===== src/rtl/irqc_pkg.sv =====
package irqc_pkg;
  // Register byte offsets; host software decodes these.
  localparam int OFF_TARGET   = 'h004;
  localparam int OFF_PEND_RC  = 'h00C;
  localparam int OFF_MASK     = 'h018;
  localparam int OFF_PEND_CLR = 'h01C;
  localparam int OFF_CTRL     = 'h024;
  localparam int OFF_LEVEL    = 'h028;

  typedef enum logic [2:0] {
    SEL_NONE,
    SEL_TARGET,
    SEL_PEND_RC,
    SEL_MASK,
    SEL_PEND_CLR,
    SEL_CTRL,
    SEL_LEVEL
  } irqc_sel_e;
endpackage


===== src/rtl/irqc_edge.sv =====
module irqc_edge #(
  parameter int N      = 11,
  parameter int STAGES = 2
) (
  input  logic         clk,
  input  logic         rst,
  input  logic [N-1:0] irq_in,
  output logic [N-1:0] level,
  output logic [N-1:0] rise
);
  localparam int LAST = STAGES - 1;

  logic [N-1:0] chain [STAGES];
  logic [N-1:0] prev_q;

  always_ff @(posedge clk) begin
    if (rst) chain[0] <= '0;
    else     chain[0] <= irq_in;
  end

  generate
    for (genvar s = 1; s < STAGES; s++) begin : g_sync
      always_ff @(posedge clk) begin
        if (rst) chain[s] <= '0;
        else     chain[s] <= chain[s-1];
      end
    end
  endgenerate

  always_ff @(posedge clk) begin
    if (rst) prev_q <= '0;
    else     prev_q <= chain[LAST];
  end

  assign level = chain[LAST];
  assign rise  = chain[LAST] & ~prev_q;
endmodule


===== src/rtl/irqc_regs.sv =====
module irqc_regs
  import irqc_pkg::*;
#(
  parameter int           N      = 11,
  parameter logic [N-1:0] IMPL   = 11'h5FF,
  parameter int           REG_AW = 12,
  parameter int           DW     = 32
) (
  input  logic          clk,
  input  logic          rst,
  input  logic          wr_en,
  input  logic          rd_en,
  input  logic [REG_AW-1:0] addr,
  input  logic [DW-1:0] wdata,
  output logic [DW-1:0] rdata,
  output logic          rvalid,
  input  logic [N-1:0]  level,
  input  logic [N-1:0]  rise,
  output logic [N-1:0]  qual_rise,
  output logic [N-1:0]  pend_q,
  output logic [N-1:0]  mask_q,
  output logic [DW-1:0] target_q,
  output logic          clr_rd
);
  localparam int PADW = DW - N;

  irqc_sel_e sel;
  logic      ctrl_en_q;
  logic [DW-1:0] rd_mux;

  always_comb begin
    if      (addr == REG_AW'(OFF_TARGET))   sel = SEL_TARGET;
    else if (addr == REG_AW'(OFF_PEND_RC))  sel = SEL_PEND_RC;
    else if (addr == REG_AW'(OFF_MASK))     sel = SEL_MASK;
    else if (addr == REG_AW'(OFF_PEND_CLR)) sel = SEL_PEND_CLR;
    else if (addr == REG_AW'(OFF_CTRL))     sel = SEL_CTRL;
    else if (addr == REG_AW'(OFF_LEVEL))    sel = SEL_LEVEL;
    else                                    sel = SEL_NONE;
  end

  assign clr_rd    = rd_en && (sel == SEL_PEND_RC || sel == SEL_PEND_CLR);
  assign qual_rise = rise & mask_q & IMPL & {N{ctrl_en_q}};

  always_comb begin
    unique case (sel)
      SEL_TARGET:               rd_mux = target_q;
      SEL_PEND_RC, SEL_PEND_CLR: rd_mux = {{PADW{1'b0}}, pend_q};
      SEL_MASK:                 rd_mux = {{PADW{1'b0}}, mask_q};
      SEL_CTRL:                 rd_mux = {{(DW-1){1'b0}}, ctrl_en_q};
      SEL_LEVEL:                rd_mux = {{PADW{1'b0}}, level & IMPL};
      default:                  rd_mux = '0;
    endcase
  end

  always_ff @(posedge clk) begin
    if (rst) begin
      target_q  <= '0;
      mask_q    <= '0;
      ctrl_en_q <= 1'b0;
      pend_q    <= '0;
      rdata     <= '0;
      rvalid    <= 1'b0;
    end else begin
      rvalid <= rd_en;
      if (rd_en) rdata <= rd_mux;
      if (wr_en) begin
        case (sel)
          SEL_TARGET: target_q  <= wdata;
          SEL_MASK:   mask_q    <= wdata[N-1:0] & IMPL;
          SEL_CTRL:   ctrl_en_q <= wdata[0];
          default: ;
        endcase
      end
      pend_q <= (clr_rd ? '0 : pend_q) | qual_rise;
    end
  end
endmodule


===== src/rtl/irqc_deliver.sv =====
module irqc_deliver #(
  parameter int DW    = 32,
  parameter int TAG_W = 5
) (
  input  logic          clk,
  input  logic          rst,
  input  logic          any_rise,
  input  logic          clr_rd,
  input  logic [DW-1:0] target,
  input  logic          msg_ready,
  output logic          msg_valid,
  output logic [DW-1:0] msg_addr,
  output logic [DW-1:0] msg_data
);
  localparam logic [DW-1:0] TAG_MASK = {{(DW-TAG_W){1'b0}}, {TAG_W{1'b1}}};

  logic armed_q;
  logic new_req;
  logic port_free;

  // A clearing read re-arms in the same cycle, so a coincident edge fires.
  assign new_req   = any_rise && (armed_q || clr_rd);
  assign port_free = !msg_valid || msg_ready;

  always_ff @(posedge clk) begin
    if (rst) begin
      armed_q   <= 1'b1;
      msg_valid <= 1'b0;
      msg_addr  <= '0;
      msg_data  <= '0;
    end else begin
      if (new_req)     armed_q <= 1'b0;
      else if (clr_rd) armed_q <= 1'b1;
      msg_valid <= (msg_valid && !msg_ready) || new_req;
      if (new_req && port_free) begin
        msg_addr <= target & ~TAG_MASK;
        msg_data <= target & TAG_MASK;
      end
    end
  end
endmodule


===== src/rtl/irq_msg_concentrator.sv =====
module irq_msg_concentrator #(
  parameter int                 NUM_IRQ     = 11,
  parameter logic [NUM_IRQ-1:0] IMPL_MASK   = 11'h5FF,
  parameter int                 SYNC_STAGES = 2,
  parameter int                 REG_AW      = 12,
  parameter int                 DATA_W      = 32,
  parameter int                 TAG_W       = 5
) (
  input  logic                clk,
  input  logic                rst,
  input  logic [NUM_IRQ-1:0]  irq_in,
  input  logic                reg_wr_en,
  input  logic                reg_rd_en,
  input  logic [REG_AW-1:0]   reg_addr,
  input  logic [DATA_W-1:0]   reg_wdata,
  output logic [DATA_W-1:0]   reg_rdata,
  output logic                reg_rvalid,
  output logic                msg_valid,
  input  logic                msg_ready,
  output logic [DATA_W-1:0]   msg_addr,
  output logic [DATA_W-1:0]   msg_data
);
  logic [NUM_IRQ-1:0] level_w;
  logic [NUM_IRQ-1:0] rise_w;
  logic [NUM_IRQ-1:0] qual_rise_w;
  logic [NUM_IRQ-1:0] pend_w;
  logic [NUM_IRQ-1:0] mask_w;
  logic [DATA_W-1:0]  target_w;
  logic               clr_rd_w;

  irqc_edge #(.N(NUM_IRQ), .STAGES(SYNC_STAGES)) u_edge (
    .clk(clk), .rst(rst), .irq_in(irq_in), .level(level_w), .rise(rise_w)
  );

  irqc_regs #(.N(NUM_IRQ), .IMPL(IMPL_MASK), .REG_AW(REG_AW), .DW(DATA_W)) u_regs (
    .clk(clk), .rst(rst),
    .wr_en(reg_wr_en), .rd_en(reg_rd_en), .addr(reg_addr), .wdata(reg_wdata),
    .rdata(reg_rdata), .rvalid(reg_rvalid),
    .level(level_w), .rise(rise_w), .qual_rise(qual_rise_w),
    .pend_q(pend_w), .mask_q(mask_w), .target_q(target_w), .clr_rd(clr_rd_w)
  );

  irqc_deliver #(.DW(DATA_W), .TAG_W(TAG_W)) u_deliver (
    .clk(clk), .rst(rst),
    .any_rise(|qual_rise_w), .clr_rd(clr_rd_w), .target(target_w),
    .msg_ready(msg_ready), .msg_valid(msg_valid),
    .msg_addr(msg_addr), .msg_data(msg_data)
  );
endmodule


===== config.mk =====
export PLATFORM = sky130hd
export DESIGN_NAME = irq_msg_concentrator
export DESIGN_NICKNAME = d
export VERILOG_FILES = /design/src/rtl/irqc_pkg.sv /design/src/rtl/irqc_edge.sv /design/src/rtl/irqc_regs.sv /design/src/rtl/irqc_deliver.sv /design/src/rtl/irq_msg_concentrator.sv
export SDC_FILE = /design/constraint.sdc
export NUM_CORES = 1
export LEC_CHECK = 0
export ABC_AREA = 1
export BUFFER_PORTS_ARGS = -buffer_cell sky130_fd_sc_hd__buf_2
export CAP_MARGIN = 10
export CORE_UTILIZATION = 53
export DETAILED_ROUTE_END_ITERATION = 8
export GPL_TIMING_DRIVEN = 0
export MAX_ROUTING_LAYER = met4
export PLACE_DENSITY = 0.8
export SLEW_MARGIN = 20
export SYNTH_ARGS = -nofsm -noshare
export SYNTH_HDL_FRONTEND = slang
export SYNTH_SLANG_ARGS = --single-unit

===== constraint.sdc =====
create_clock -name clk -period 1.8 [get_ports clk]
set_clock_uncertainty 0.1 [all_clocks]
set_input_delay 0.36 -clock clk [delete_from_list [all_inputs] [get_ports clk]]
set_output_delay 0.36 -clock clk [all_outputs]
set_load 0.05 [all_outputs]

==> flow_summary.json <==
{
  "outcome": "finished clean",
  "synth_cell_types": 29,
  "p_leak_nw": 3.38,
  "grt_pass1_vias": 5077,
  "finalCriticalPeriod_ps": 1750,
  "nets": 1015,
  "grt_use_total_pct": 28.2,
  "clk_pin_slew_ps": 60,
  "wl_per_cell_um": 14.4,
  "hp-class": "in -> reg",
  "relSlewSlack_pct": 60.5,
  "tightestPinTransition_ps": 593,
  "drc_errors": 0,
  "drive_gt1_share_pct": 26.1,
  "vias": 5684,
  "arrival_ps": 1990,
  "n_antenna_cell": 0,
  "syn_to_final_growth_pct": 28.8,
  "required_ps": 2050,
  "synth-warning-count": 0,
  "dieWidth_um": 109,
  "critPathMaxStageDelay_ps": 370,
  "synth-seq-cells": 150,
  "io_pins": 158,
  "initialDrtViolationCount": 450,
  "viasPerCell": 5.13,
  "regArea_um2": 3010,
  "yosys.area.top_type": "dfxtp_1",
  "setup_viol": 0,
  "grt_pass1_wl_um": 24400,
  "rsz0062_at_grt": "true",
  "syn-cell-area_um2": 6040,
  "reg2reg_depth": 9,
  "dp_hpwl_um": 10800,
  "cp_max_fo": 8,
  "clock-sinks": 150,
  "crit_path_frequent_cell": "nand2_1",
  "rrSetupSlack_ps": 50,
  "crit_start": "u_regs.ctrl_en_q",
  "worstSkewPairLatency_ps": 420,
  "syn_avg_cell_area_um2": 7.79,
  "finalNonFillerCells": 1107,
  "r2r_end": "u_deliver.msg_addr[17]",
  "antenna_found_initial": 0,
  "drt-met1-wl_um": 6940,
  "rr_startpoint": "u_regs.ctrl_en_q",
  "synthCells": 775,
  "place_inst": 1068,
  "finalHoldViolCount": 0,
  "gp_congestion": 0.906,
  "grt_overflow": 0,
  "met3_wirelength_um": 1170,
  "fin_util_pct": 70.8,
  "synth_area_leaders": "dfxtp_1 50%, a21oi_1 9.8%, nand2_1 8.9%",
  "fillers": 908,
  "slew_viol_final": 0,
  "worst_hold_slack_ps": 33.4,
  "path_class": "reg -> reg",
  "ys_seq_area_share_pct": 49.7,
  "clk_root_buffer_cell": "clkbuf_16",
  "path_cells": "buf_8 > nand4_1 > nand2_1 > nor2_2 > nand4_4 > nand3_4 > buf_6 > nand2_1 > a21oi_2",
  "dr.max_layer_used": "met4",
  "critPathLaunchType": "flop",
  "crit_path_end": "u_deliver.msg_addr[17]",
  "cts_buffers": 17,
  "ctsLongestPathBuffers": 2,
  "ir_worst_vdd_mv": 0.684,
  "routed_wl_um": 15900,
  "grt_max_degree": 17,
  "end_kind": "flop",
  "post-route-period-util_pct": 97.0,
  "ant_nets": 0,
  "cts_tree": "built",
  "power_density_nw_per_um2": 996,
  "dpl_cell_area_um2": 6940,
  "hold_path_depth": 3,
  "rows": 38,
  "max_cap_violations": 0,
  "start_util_pct": 55.0,
  "cts-htree-levels": 4,
  "final_cell_area_um2": 7780,
  "portBuffers": 122,
  "multi_input_area_um2": 2420,
  "timing.fmax_mhz": 573,
  "slowest_stage": "dfxtp_4",
  "netlist.area_leader.share_pct": 49.7,
  "die_y_um": 109,
  "coreArea_um2": 11000,
  "route.met2.wl_um": 7430,
  "die_area_um2": 11800,
  "first_pass_iters": 5
}
[cells in the mapped netlist, drive strengths merged]
cell type	number
a21oi	118
buf	60
clkbuf	20
clkinv	2
conb	1
dfxtp	150
inv	82
nand2	150
nand3	54
nand3b	1
nand4	45
nor2	57
o211a	1
o21ai	34
[state kept, by name, summed over array words and instances (netlist names), 5 cells and up]
register            count
u_regs.target_q        32
u_edge.chain           20
u_deliver.msg_data      5
u_edge.prev_q          10
u_regs.pend_q          10
u_regs.rdata           32
u_deliver.msg_addr     27
u_regs.mask_q          10
[logic make-up (layout without fill, tap and decap cells)]
logic type | count (synthesis) | count (layout) | synth area share (%)
AND/OR/NAND/NOR | 307 | 307 | 24.1
buffers and inverters | 164 | 325 | 13.4
AO/OA/AOI/OAI | 153 | 153 | 12.8
flip-flops | 150 | 150 | 49.7
other | 1 | 32 | 0.0621
[metrics by stage]
step / worst slack, ps / power, W / TNS [ps]
2_1_floorplan: 186 / 0.00376 / 0
3_3_place_gp: -163 / 0.00387 / -7950
3_5_place_dp: -199 / 0.00387 / -9690
4_1_cts: 42.9 / 0.00776 / 0
5_1_grt: -36.8 / 0.00796 / -645
6_report: 53.7 / 0.00775 / 0
[worst min path at each step]
stage,startpoint,to,slack [ps]
after detailed placement,u_edge.chain[0][4],u_edge.chain[1][4],290
after CTS,irq_in[6],u_edge.chain[0][6],30
after global routing,irq_in[5],u_edge.chain[0][5],30
final,irq_in[6],u_edge.chain[0][6],30
after floorplan,u_edge.chain[0][0],u_edge.chain[1][0],290
after global placement,u_edge.chain[0][4],u_edge.chain[1][4],290
[critical path, delay by kind of cell (launching register included)]
| kind | cells | cell delay [ps] |
|---|---|---|
| compound gates | 1 | 140 |
| buf+inv | 2 | 300 |
| flops | 1 | 370 |
| simple gates | 6 | 770 |
[power by group]
part           internal [W]  switching (W)  total, W
registers           0.00335      0.0000113   0.00336
logic              0.000130       0.000322  0.000452
clock network       0.00248        0.00147   0.00394
[what timing repair did]
item,in CTS,in global routing
hold buffers,0,0
setup endpoints to repair,1,14
gates cloned,0,4
setup buffers,2,2
pin swaps,0,7
resized for setup,1,26
[cells in the final DEF (no fill, tap or decap), drive strengths merged]
master	n
a21oi	118
clkinv	7
inv	86
buf	187
nand3b	1
dfxtp	150
nand2	150
o21ai	34
nor2	57
conb	32
clkbuf	40
bufinv	5
o211a	1
nand3	54
nand4	45
[final cells by class]
class,instances,share of cell area [%]
multi-input combinational,492,31.1
sequential,150,38.6
clock inverter,14,2.88
tap,140,2.25
timing repair buffer,130,9.07
buffer,80,6.51
inverter,84,4.07
clock buffer,17,5.47
[routing by layer]
| layer | vias up | track usage (%) |
|---|---|---|
| met5 | - | - |
| met4 | 0 | 12.0 |
| met3 | 36 | 6.75 |
| met2 | 238 | 43.8 |
| met1 | 2591 | 35.1 |
| li1 | 2819 | - |
No activity file was read; power rests on OpenSTA's default activity.
